<file path="config.mk">
export PLATFORM = sky130hd
export DESIGN_NAME = mem_access_port
export DESIGN_NICKNAME = d
export VERILOG_FILES = /design/src/rtl/mem_access_port.sv
export SDC_FILE = /design/constraint.sdc
export NUM_CORES = 1
export LEC_CHECK = 0
export BUFFER_PORTS_ARGS = -buffer_cell sky130_fd_sc_hd__clkbuf_2
export CAP_MARGIN = 25
export CORE_MARGIN = 5
export CORE_UTILIZATION = 30
export CTS_CLUSTER_SIZE = 16
export DETAILED_ROUTE_END_ITERATION = 8
export GPL_ROUTABILITY_DRIVEN = 1
export PLACE_DENSITY_LB_ADDON = 0.1
export SYNTH_ARGS = -nofsm -noshare
export SYNTH_HDL_FRONTEND = slang
export SYNTH_SLANG_ARGS = --single-unit
</file>
<file path="constraint.sdc">
create_clock -name clk -period 3 [get_ports clk]
set_input_delay 0.45 -clock clk [delete_from_list [all_inputs] [get_ports clk]]
set_output_delay 0.45 -clock clk [all_outputs]
set_load 0.01 [all_outputs]
</file>
<file path="src/rtl/mem_access_port.sv">
module mem_access_port #(
  parameter logic [3:0]  ID_REV      = 4'h1,
  parameter logic [10:0] ID_DESIGNER = 11'h23B,
  parameter logic [3:0]  ID_VARIANT  = 4'h0,
  parameter logic [3:0]  ID_TYPE     = 4'h1,
  parameter logic [31:0] BASE_PTR    = 32'hE00F_F003
) (
  input  logic        clk,
  input  logic        rst_n,
  input  logic        dbg_req,
  input  logic        dbg_wr,
  input  logic [7:0]  dbg_addr,
  input  logic [31:0] dbg_wdata,
  output logic        dbg_ack,
  output logic        dbg_wait,
  output logic        dbg_err,
  output logic [31:0] dbg_rdata,
  output logic        mem_req,
  output logic        mem_wr,
  output logic [31:0] mem_addr,
  output logic [31:0] mem_wdata,
  output logic [1:0]  mem_size,
  input  logic        mem_rsp,
  input  logic [31:0] mem_rdata,
  input  logic        mem_err
);
  localparam logic [5:0] W_CTRL = 6'h00, W_TADR = 6'h01, W_DATA = 6'h03;
  localparam logic [5:0] W_CFG  = 6'h3D, W_BASE = 6'h3E, W_IDEN = 6'h3F;
  localparam logic [3:0] CLASS_MEM = 4'h8;

  logic [31:0] tadr;
  logic [1:0]  sz, adv;
  logic        via_data;

  wire [5:0] word    = dbg_addr[7:2];
  wire       is_bank = (word[5:2] == 4'h1);
  wire       is_mem  = is_bank || (word == W_DATA);
  wire       take    = dbg_req && !mem_req;
  wire [1:0] sz_new  = (dbg_wdata[2:0] > 3'd2) ? 2'd2 : dbg_wdata[1:0];

  wire [31:0] step = (adv == 2'd1) ? (32'd1 << sz) :
                     (adv == 2'd2) ? 32'd4 : 32'd0;

  logic [31:0] rd_mux;
  always_comb begin
    case (word)
      W_CTRL:  rd_mux = {24'd0, mem_req, 1'b1, adv, 2'b00, sz};
      W_TADR:  rd_mux = tadr;
      W_CFG:   rd_mux = 32'd0;
      W_BASE:  rd_mux = BASE_PTR;
      W_IDEN:  rd_mux = {ID_REV, ID_DESIGNER, CLASS_MEM, 5'd0, ID_VARIANT, ID_TYPE};
      default: rd_mux = 32'd0;
    endcase
  end

  assign mem_size = sz;

  always_ff @(posedge clk) begin
    if (!rst_n) begin
      tadr      <= '0;
      sz        <= 2'd2;
      adv       <= 2'd0;
      via_data  <= 1'b0;
      mem_req   <= 1'b0;
      mem_wr    <= 1'b0;
      mem_addr  <= '0;
      mem_wdata <= '0;
      dbg_ack   <= 1'b0;
      dbg_wait  <= 1'b0;
      dbg_err   <= 1'b0;
      dbg_rdata <= '0;
    end else begin
      dbg_ack  <= 1'b0;
      dbg_wait <= dbg_req && mem_req;
      dbg_err  <= 1'b0;
      if (mem_req && mem_rsp) begin
        mem_req   <= 1'b0;
        dbg_ack   <= 1'b1;
        dbg_err   <= mem_err;
        dbg_rdata <= mem_wr ? 32'd0 : mem_rdata;
        if (via_data && !mem_err) tadr <= tadr + step;
      end else if (take) begin
        if (is_mem) begin
          mem_req   <= 1'b1;
          mem_wr    <= dbg_wr;
          mem_wdata <= dbg_wr ? dbg_wdata : 32'd0;
          mem_addr  <= is_bank ? {tadr[31:4], word[1:0], 2'b00} : tadr;
          via_data  <= !is_bank;
        end else begin
          dbg_ack   <= 1'b1;
          dbg_rdata <= dbg_wr ? 32'd0 : rd_mux;
          if (dbg_wr && word == W_CTRL) begin
            sz  <= sz_new;
            adv <= dbg_wdata[5:4];
          end
          if (dbg_wr && word == W_TADR) tadr <= dbg_wdata;
        end
      end
    end
  end
endmodule

</file>
Word level (Yosys, flattened, before mapping)
Cells that the tools add are included.
{"block": "word_totals", "regBits": 138, "in_bits": 78, "out_inout_bits": 103, "wordCells": 66}
{"block": "op_classes", "add_sub_neg": 1, "magnitude_cmp": 1, "n_eq_ne": 9, "shifts": 1, "mux": 19, "bitwise_logic": 3, "reduce_logical": 20}
{"cell": "32-bit 2-to-1 mux", "n": 12}
{"cell": "32-bit case mux with 4 select lines", "n": 1}
{"cell": "32-bit adder", "n": 1}
{"cell": "1-bit by 2-bit left shift with 32-bit output (first input constant)", "n": 1}
{"cell": "6-bit equality test (second input constant)", "n": 2}
{"cell": "4-bit AND reduction", "n": 2}
{"cell": "6-bit by 1-bit equality test with 1-bit output (second input constant)", "n": 1}
{"cell": "6-bit by 2-bit equality test with 1-bit output (second input constant)", "n": 1}
{"cell": "1-bit logical AND", "n": 6}
{"cell": "6-bit zero test", "n": 1}
{"cell": "2-bit AND reduction", "n": 3}
{"cell": "4-bit by 1-bit equality test with 1-bit output (second input constant)", "n": 1}
{"cell": "4-bit 2-to-1 mux", "n": 1}
{"cell": "2-bit by 1-bit != test with 1-bit output (second input constant)", "n": 2}
{"cell": "2-bit nonzero test", "n": 2}
{"cell": "3-bit by 2-bit greater-than comparator with 1-bit output (second input constant)", "n": 1}
{"cell": "1-bit zero test", "n": 3}
{"cell": "1-bit 2-to-1 mux", "n": 3}
{"cell": "3-bit 2-to-1 mux", "n": 1}
{"cell": "1-bit NOT", "n": 3}
{"cell": "3-bit AND reduction", "n": 1}
{"cell": "2-bit by 1-bit equality test with 1-bit output (second input constant)", "n": 1}
{"cell": "2-bit equality test (second input constant)", "n": 1}
{"cell": "2-bit 2-to-1 mux", "n": 1}
{"cell": "2 further kinds", "n": 2}

Logic depth before layout (Yosys ltp)
Gate-level depths: netlist of the first run.
{"block": "logic_depth", "depth_word": 6, "depth_mapped": 9, "depth_no_buf": 8}

Least setup slack after synthesis of the first run
OpenSTA, ideal clock, no wires.
{"block": "synth_path", "path_kind": "flip-flop to flip-flop", "from": "register adv[0]", "to": "register tadr[27]", "setup_time_ps": 117, "t_arrival_ps": 2205, "t_required_ps": 2883, "setup_slack_ps": 679, "stages_incl_launch_ff": 9, "path_buffers": 1, "period_less_slack_ps": 2321, "path_cell_list": "dfxtp_1 > nor4bb_1 > ha_1 > a21oi_1 > o22ai_1 > buf_2 > nand3_1 > mux2_2 > a22o_1"}
{"block": "synth_between", "elab_chain_cells": 6, "elab_cells_between_ends": 7, "classes_between": "1 x add/sub; 2 x eq/ne; 4 x mux"}
{"item": "start, declared", "line": "32", "rtl": "logic [1:0] sz, adv;"}
{"item": "start signal, assigned", "line": "94", "rtl": "adv <= dbg_wdata[5:4];"}
{"item": "2-bit equality test", "line": "42", "rtl": "(adv == 2'd2) ? 32'd4 : 32'd0;"}
{"item": "3-bit 2-to-1 mux", "line": "42"}
{"item": "32-bit 2-to-1 mux *", "line": "41", "rtl": "wire [31:0] step = (adv == 2'd1) ? (32'd1 << sz) :"}
{"item": "32-bit adder *", "line": "81", "rtl": "if (via_data && !mem_err) tadr <= tadr + step;"}
{"item": "32-bit 2-to-1 mux *", "line": "81"}
{"item": "32-bit 2-to-1 mux *", "line": "76", "rtl": "if (mem_req && mem_rsp) begin"}
{"item": "end signal, assigned", "line": "81"}
{"item": "end signal, assigned", "line": "96", "rtl": "if (dbg_wr && word == W_TADR) tadr <= dbg_wdata;"}
{"item": "end, declared", "line": "31", "rtl": "logic [31:0] tadr;"}
Mark *: on every way between the ends. The rest lies on a longest branch, timed or not. The select of a mux whose other input is x is not followed.
A chain may end at the register's enable or synchronous reset.

Worst setup path after layout of the first run
{"block": "layout_path", "from": "register adv[1]", "to": "register tadr[16]"}
The elaborated chain is that of the path after synthesis.

==> flow_summary.json, run 1 <==
{
  "avgSynthCellArea_um2": 7.86,
  "finalHoldViolCount": 0,
  "synthTopCellsByArea": "dfxtp_1 (42%), a21oi_1 (9.8%), nand2_1 (7.8%)",
  "cts-root-buf": "clkbuf_16",
  "grt_max_degree": 54,
  "drv_slew": 0,
  "n_antenna_cell": 0,
  "post_route_cells_drive_above_1_share": 0.259,
  "synth_common_cells": "dfxtp_1 (138), nand2_1 (136), a21oi_1 (128)",
  "io_buffers": 178,
  "crit_required_ns": 3.35,
  "fin_setup_tns_ns": 0,
  "cp.arrival_ns": 3.00,
  "synth_flop_cell": "dfxtp_1",
  "fin_crit_sh": 0.882,
  "ys_async_sr_fraction": 0,
  "maxCapViolCount": 0,
  "antenna_left": 0,
  "slew_headroom": 0.312,
  "drt_iter0_drc": 428,
  "drc": 0,
  "worst_ir_drop_vdd_mv": 0.328,
  "clk_path_buf_depth": 2,
  "clk_latency_ns": 0.43,
  "post-route-min-period_ns": 2.65,
  "clkTransAtPathRegs_ns": 0.06,
  "drt_wl_total_um": 24700,
  "ys_seq_area_frac": 0.421,
  "syn-instance-count": 834,
  "critPathKind": "reg2reg",
  "drtPass1Iterations": 6,
  "fp.dieW_um": 158,
  "ys_ff_latch": 138,
  "cts_tree": "done",
  "setup_violations": 0,
  "grt_pass1_vias": 6373,
  "clock_skew_ns": 0.0100,
  "grt_first_pass_wirelength_um": 37800,
  "hold_class": "in2reg",
  "fin_nets": 1066,
  "yosys.area.top_type": "dfxtp_1",
  "routed-via-count": 6704,
  "worst_setup_path_start_kind": "flop",
  "chipHeight_um": 158,
  "grt_util_met3": 0.0320,
  "syn_area_mm2": 0.00656,
  "core_area_mm2": 0.0217,
  "cp_max_fo": 7,
  "antenna_found_initial": 0,
  "grtUsageMet2": 0.320,
  "dp_hpwl_um": 17900,
  "start_util": 0.302,
  "powerDensity_mw_per_mm2": 523,
  "syn_nets": 917,
  "rows": 54,
  "cts_sinks": 138,
  "yosysMostFrequentCell": "dfxtp_1",
  "yosysTopAreaCellShare": 0.421,
  "grt_overflow": 0,
  "pin_count": 181,
  "die_area_mm2": 0.0249,
  "syn_to_final_growth_pct": 26.5,
  "max_freq_mhz": 378,
  "gp_congestion": 0.854,
  "synth_edf_count": 0,
  "synth_cell_type_count": 71,
  "rsz0062_at_grt": "false",
  "globalRoute.busiestLayer": "met2",
  "vias_per_cell": 5.25,
  "grtUsageTotal": 0.196,
  "worst_pin_slew_ns": 1.02,
  "htree_levels": 4,
  "wire_per_inst_um": 19.3,
  "total_power_uw": 4340,
  "yosys_warnings": 0,
  "grt_use_met1": 0.263,
  "end_kind": "flop",
  "power.leakage_uw": 0.00330,
  "cts_made_buffers": 17,
  "status": "finished clean"
}
## layout make-up
type                       count  area [µm²]
tap                          280         350
timing repair buffer         205        1130
clock inverter                14         145
clock buffer                  18         439
fill                        2336       13400
inverter                       7        26.3
sequential                   138        2760
multi-input combinational    614        3440
## final timing paths
path                              startpoint                    endpoint  slack, ns  cells after the start
setup / recovery         adv[1]$_SDFFE_PN0P_       tadr[16]$_SDFFE_PN0P_       0.35                      8
hold / removal                 mem_rdata[16]  dbg_rdata[16]$_SDFFE_PN0P_       0.29                      3
setup reg to reg         adv[1]$_SDFFE_PN0P_       tadr[16]$_SDFFE_PN0P_       0.35                      8
hold reg to reg   mem_wdata[20]$_SDFFE_PN0P_  mem_wdata[20]$_SDFFE_PN0P_       0.45                      2
## cells in the final DEF (no fill, tap or decap), types with 4 or more instances in the layout
cell        netlist  routed
a2bb2oi_1        12      12
dfxtp_1         138     138
clkinvlp_4        0       4
o21ai_0          28      28
or3_1             5       5
inv_1             7       6
or4_1             4       4
nor2_1           51      49
clkbuf_16         0      17
o22ai_1           6       6
nand4_1          10      10
nand3_1          60      60
and3_1            9       9
a21oi_1         128     128
a211oi_1         11      11
buf_4             4      24
o211ai_1         13      13
o31ai_1           4       4
clkbuf_2          1     178
clkinv_2          0       4
nand2_1         136     135
a31oi_1          12      12
ha_1              4       4
and2_1            9       8
nor3_1           26      26
nand2b_1          4       4
a221oi_1         15      15
mux2i_1           8       8
nand3b_1          4       4
## cells by family after synthesis
group,synth area share
xor+xnor,0.00267
buf+inv,0.0555
simple gates,0.253
mux,0.0156
fa+ha+maj,0.0107
compound gates,0.241
flops,0.421
## metrics by stage
| stage | instances | worst slack, ns | hold WS [ns] | utilization | cell area (µm²) |
|---|---|---|---|---|---|
| finish | 1276 | 0.355 | 0.290 | 0.382 | 8300 |
| global route | 1276 | 0.153 | 0.290 | 0.382 | 8300 |
| CTS | 1276 | 0.188 | 0.278 | 0.382 | 8290 |
| detailed placement | 1244 | 0.223 | 0.445 | 0.355 | 7710 |
| global placement | 1244 | 0.321 | 0.440 | 0.355 | 7710 |
| floorplan | 834 | 0.679 | 0.458 | - | 6560 |
## per-layer routing
metal | part of all wire | wire length, µm
met1 | 0.45 | 11000
met2 | 0.49 | 12000
met3 | 0.049 | 1210
met4 | 0.018 | 450
met5 | 0 | 0
## state kept, by name, indices dropped and copies added (netlist names)
signal and cells:
dbg_ack 1, dbg_rdata 32, mem_wr 1, dbg_wait 1, via_data 1, mem_wdata 32
tadr 32, adv 2, mem_addr 32, mem_size 2, dbg_err 1, mem_req 1
## timing repair
item | 4_1_cts | 5_1_grt
hold buffers | 0 | 0
setup buffers | 0 | 0
resized for setup | 0 | 1
setup endpoints to repair | 0 | 1
## power breakdown
part	switching, µW	internal (µW)
sequential	21.8	1870
combinational	211	122
clock	867	1250
## critical path, stage by stage (launching register included)
cell and delay [ns]:
dfxtp_1 0.36, nor4b_1 0.37, ha_1 0.26, fa_1 0.25, a211oi_1 0.13, nor2_2 0.34, nand3_1 0.25, or4_1 0.51
o211ai_1 0.10
Power figures use the tool's default switching activity.
==> run 2: changes to the inputs <==
Settings changed: CORE_UTILIZATION 30 to 44.
==> run 2 against run 1 <==
  * Total power increased by 4.3%
  * Combinational power decreased by 3%
  * Critical endpoint unchanged
  * Die area down 30%
  * Utilization rose by 18 points
  * Routed wire length down 9.6%
  * Maximum frequency shrank 3.8%
  * Global-route usage rose by 5.2 points
  * Largest power group unchanged
  * Sequential share of layout area up 0.18 points
  * First-iteration DRC count increased by 54%
  * Register-to-register slack lost 0.10 ns
  * Count of clock-buffer cells in the layout down 1
==> flow_summary.json, run 2 (same netlist as run 1, synthesis figures left out) <==
{
  "status": "finished clean",
  "antenna_left": 0,
  "fp.dieW_um": 132,
  "finalHoldViolCount": 0,
  "htree_levels": 4,
  "post-route-min-period_ns": 2.75,
  "maxCapViolCount": 0,
  "setup_violations": 0,
  "worst_pin_slew_ns": 0.801,
  "fin_nets": 1066,
  "layout_common_cells": "clkbuf_2 (178), dfxtp_1 (138), nand2_1 (135)",
  "rows": 44,
  "ctsHoldBuffers": 0,
  "grt_max_degree": 61,
  "postCtsSetupBuffers": 0,
  "cp.arrival_ns": 3.10,
  "power.leakage_uw": 0.00333,
  "end_kind": "flop",
  "cts_tree": "done",
  "gp_congestion": 0.917,
  "dp_hpwl_um": 15800,
  "fin_setup_tns_ns": 0,
  "slowest_stage": "nor4bb_1",
  "post_route_cells_drive_above_1_share": 0.258,
  "fin_util": 0.566,
  "cp_max_fo": 7,
  "reg2reg_from": "adv[0]$_SDFFE_PN0P_",
  "r2r_slack_ns": 0.25,
  "critPathMaxStageDelay_ns": 0.51,
  "total_power_uw": 4520,
  "io_buffers": 178,
  "rsz0062_at_grt": "false",
  "crit_path_cell_trace": "nor4bb_1 -> fa_1 -> a211oi_1 -> nor2_1 -> nand3_1 -> or4_1 -> o211ai_1",
  "start_util": 0.450,
  "final_common_cell": "clkbuf_2",
  "grtUsageMet2": 0.397,
  "wire_per_inst_um": 18.9,
  "crit_start": "adv[0]$_SDFFE_PN0P_",
  "cts_resized": 0,
  "drv_slew": 0,
  "drt_wl_total_um": 22300,
  "drtPass1Iterations": 6,
  "critPathKind": "reg2reg",
  "grt_overflow": 0,
  "drt_iter0_drc": 661,
  "slew_headroom": 0.462,
  "syn_to_final_growth_pct": 25.8,
  "worst_setup_path_start_kind": "flop",
  "vias_per_cell": 5.77,
  "grt_use_met1": 0.330,
  "fin_hold_ws_ns": 0.288,
  "cts_sinks": 138,
  "powerDensity_mw_per_mm2": 548,
  "worst_ir_drop_vdd_mv": 0.407,
  "hold_start": "dbg_wdata[3]",
  "grtUsageTotal": 0.249,
  "globalRoute.busiestLayer": "met2",
  "clkTransAtPathRegs_ns": 0.06,
  "antenna_found_initial": 0,
  "grt_first_pass_wirelength_um": 35200,
  "cts_made_buffers": 17,
  "crit_required_ns": 3.35,
  "grt_pass1_vias": 6485,
  "clock_skew_ns": 0.00734,
  "hold_class": "in2reg",
  "dp_cells": 1148,
  "die_area_mm2": 0.0174,
  "routed-via-count": 6819,
  "chipHeight_um": 132,
  "core_area_mm2": 0.0146,
  "final_cells": 1181,
  "cts-root-buf": "clkbuf_16",
  "max_freq_mhz": 364,
  "clk_latency_ns": 0.42,
  "grt_util_met3": 0.0630,
  "pin_count": 181,
  "fin_crit_sh": 0.916,
  "clk_path_buf_depth": 2,
  "drc": 0
}
==> run 2: changes by cell type in the layout (fill, tap and decap cells not counted), sizes merged <==
cell    change
bufinv      +3
clkbuf      -1
clkinv      -1
diode       +1
inv         -1
==> run 2: per-layer routing <==
metal,share of wire,vias to the layer above
met2,0.47,294
li1,-,3322
met4,0.017,0
met5,0,-
met3,0.081,24
met1,0.43,3179
==> run 2: worst paths after layout <==
check             cells past startpoint                    endpoint
setup / recovery                      7       tadr[16]$_SDFFE_PN0P_
hold / removal                        3        tadr[3]$_SDFFE_PN0P_
setup reg to reg                      7       tadr[16]$_SDFFE_PN0P_
hold reg to reg                       2  mem_wdata[31]$_SDFFE_PN0P_
==> run 2: critical path, delay by kind of cell (launching register included) <==
family	cells	cell delay, ns
adder cells (fa/ha/maj)	1	0.33
AND/OR/NAND/NOR	4	1.71
AO/OA/AOI/OAI	2	0.21
flip-flops	1	0.42
==> run 2: layout make-up <==
type | count | area, µm²
fillers | 1396 | 6340
multi-input cells | 614 | 3440
flip-flops and latches | 138 | 2760
repair buffers | 205 | 1140
clock buffers | 17 | 425
well taps | 184 | 230
clock inverters | 15 | 221
inverters | 7 | 26.3
diodes | 1 | 2.50
==> run 2: per-stage QoR <==
| stage | area, µm² | worst slack, ns |
|---|---|---|
| 5_1_grt | 8250 | 0.0851 |
| 4_1_cts | 8250 | 0.270 |
| 3_3_place_gp | 7600 | 0.347 |
| 6_report | 8250 | 0.252 |
| 3_5_place_dp | 7600 | 0.273 |
| 2_1_floorplan | 6560 | 0.679 |
==> run 2: power by group <==
part / switching (µW) / internal [µW] / total (µW)
logic: 202 / 121 / 322
clock network: 833 / 1480 / 2310
registers: 21.9 / 1870 / 1890
total: 1060 / 3470 / 4520
==> run 3: changes to the inputs <==
Settings changed: PLACE_DENSITY from default to 0.73, PLACE_DENSITY_LB_ADDON 0.1 to default.
==> run 3 against run 2 <==
  * Setup slack gained 0.049 ns
  * Via count grew 1.9%
  * Clock skew is essentially flat
  * Maximum frequency grew 1.8%
  * Total power grew 3.8%
  * Sequential power is essentially flat
  * Largest power group unchanged
  * Non-clock buffer count shrank 6
  * Critical path type unchanged
  * Die area is the same
  * Sequential cell count is the same
  * Cell area is essentially flat
==> flow_summary.json, run 3 (same netlist as run 1, synthesis figures left out) <==
{
  "cts_resized": 0,
  "crit_start": "adv[0]$_SDFFE_PN0P_",
  "place_ws_ns": 0.331,
  "syn_to_final_growth_pct": 25.8,
  "post-route-min-period_ns": 2.70,
  "io_buffers": 178,
  "drt_wl_total_um": 22000,
  "fp.dieW_um": 132,
  "maxCapViolCount": 0,
  "reg2reg_from": "adv[0]$_SDFFE_PN0P_",
  "clock_skew_ns": 0.00750,
  "status": "finished clean",
  "fin_ws_ns": 0.301,
  "grt_max_degree": 64,
  "fin_setup_tns_ns": 0,
  "n_antenna_cell": 0,
  "clk_path_buf_depth": 2,
  "die_area_mm2": 0.0174,
  "clk_latency_ns": 0.42,
  "drtPass1Iterations": 5,
  "antenna_left": 0,
  "start_util": 0.450,
  "wire_per_inst_um": 18.7,
  "setup_violations": 0,
  "grt_first_pass_wirelength_um": 34600,
  "layout_common_cells": "clkbuf_2 (178), dfxtp_1 (138), nand2_1 (135)",
  "design_area_mm2": 0.00825,
  "clkTransAtPathRegs_ns": 0.06,
  "worst_ir_drop_vdd_mv": 0.401,
  "total_power_uw": 4700,
  "worst_pin_slew_ns": 0.863,
  "cts_made_buffers": 17,
  "rows": 44,
  "slew_headroom": 0.420,
  "grt_pass1_vias": 6602,
  "fin_nets": 1060,
  "antenna_found_initial": 0,
  "crit_required_ns": 3.35,
  "ctsHoldBuffers": 0,
  "htree_levels": 4,
  "cts_sinks": 138,
  "cp_max_fo": 7,
  "chipHeight_um": 132,
  "dp_hpwl_um": 15500,
  "drv_slew": 0,
  "placed_cell_area_mm2": 0.00756,
  "final_common_cell": "clkbuf_2",
  "pin_count": 181,
  "powerDensity_mw_per_mm2": 569,
  "rsz0062_at_grt": "false",
  "grt_overflow": 0,
  "max_freq_mhz": 370,
  "cts_tree": "done",
  "gp_congestion": 0.952,
  "core_area_mm2": 0.0146,
  "cts-root-buf": "clkbuf_16",
  "grtUsageTotal": 0.245,
  "hold_class": "in2reg",
  "vias_per_cell": 5.92,
  "drc": 0,
  "worst_setup_path_start_kind": "flop",
  "postCtsSetupBuffers": 0,
  "hold_start": "dbg_wdata[3]",
  "cp.arrival_ns": 3.05,
  "post_route_cells_drive_above_1_share": 0.253,
  "drt_iter0_drc": 635,
  "routed-via-count": 6947,
  "r2r_slack_ns": 0.30,
  "power.leakage_uw": 0.00333,
  "fin_crit_sh": 0.900,
  "critPathKind": "reg2reg",
  "finalHoldViolCount": 0,
  "end_kind": "flop"
}
-- run 3: cell types whose count changed in the layout (fill, tap and decap cells not counted), sizes merged --
| cell | before | now |
|---|---|---|
| diode | 1 | 0 |
| clkbuf | 195 | 197 |
| clkinv | 4 | 3 |
| buf | 27 | 21 |
| clkinvlp | 4 | 2 |
| bufinv | 5 | 7 |
| inv | 9 | 7 |
-- run 3: worst max-delay path, cell delays in order (launching register included) --
cell	delay, ns
dfxtp_1	0.41
nor4bb_1	0.51
fa_1	0.32
a211oi_1	0.11
nor2_1	0.41
nand3_1	0.25
or4_1	0.51
o211ai_1	0.10
-- run 3: cell type report --
type                       count  area [µm²]
clock buffer                  19         453
clock inverter                12         244
fill                        1381        6340
inverter                       7        26.3
multi-input combinational    614        3440
sequential                   138        2760
tap                          184         230
timing repair buffer         199        1100
-- run 3: report_power, final --
part | switching [µW] | internal [µW]
Clock | 797 | 1680
Sequential | 22.7 | 1870
Combinational | 205 | 121
Total | 1020 | 3670
-- run 3: through the flow --
step | util | cells | hold WS (ns)
floorplan | - | 834 | 0.458
global placement | 0.518 | 1142 | 0.437
detailed placement | 0.518 | 1142 | 0.444
CTS | 0.566 | 1173 | 0.278
global route | 0.566 | 1173 | 0.295
finish | 0.566 | 1173 | 0.287
-- run 3: worst paths after layout --
check / end / cells after the start
setup reg to reg: tadr[16]$_SDFFE_PN0P_ / 7
setup / recovery: tadr[16]$_SDFFE_PN0P_ / 7
hold reg to reg: mem_wdata[28]$_SDFFE_PN0P_ / 2
hold / removal: tadr[3]$_SDFFE_PN0P_ / 3
-- run 3: per-layer routing --
layer | vias to the layer above | routed length, µm | GRT usage
li1 | 3310 | - | -
met1 | 3283 | 9200 | 0.306
met2 | 288 | 10500 | 0.396
met3 | 66 | 1350 | 0.0569
met4 | 0 | 896 | 0.119
met5 | - | 0 | 0
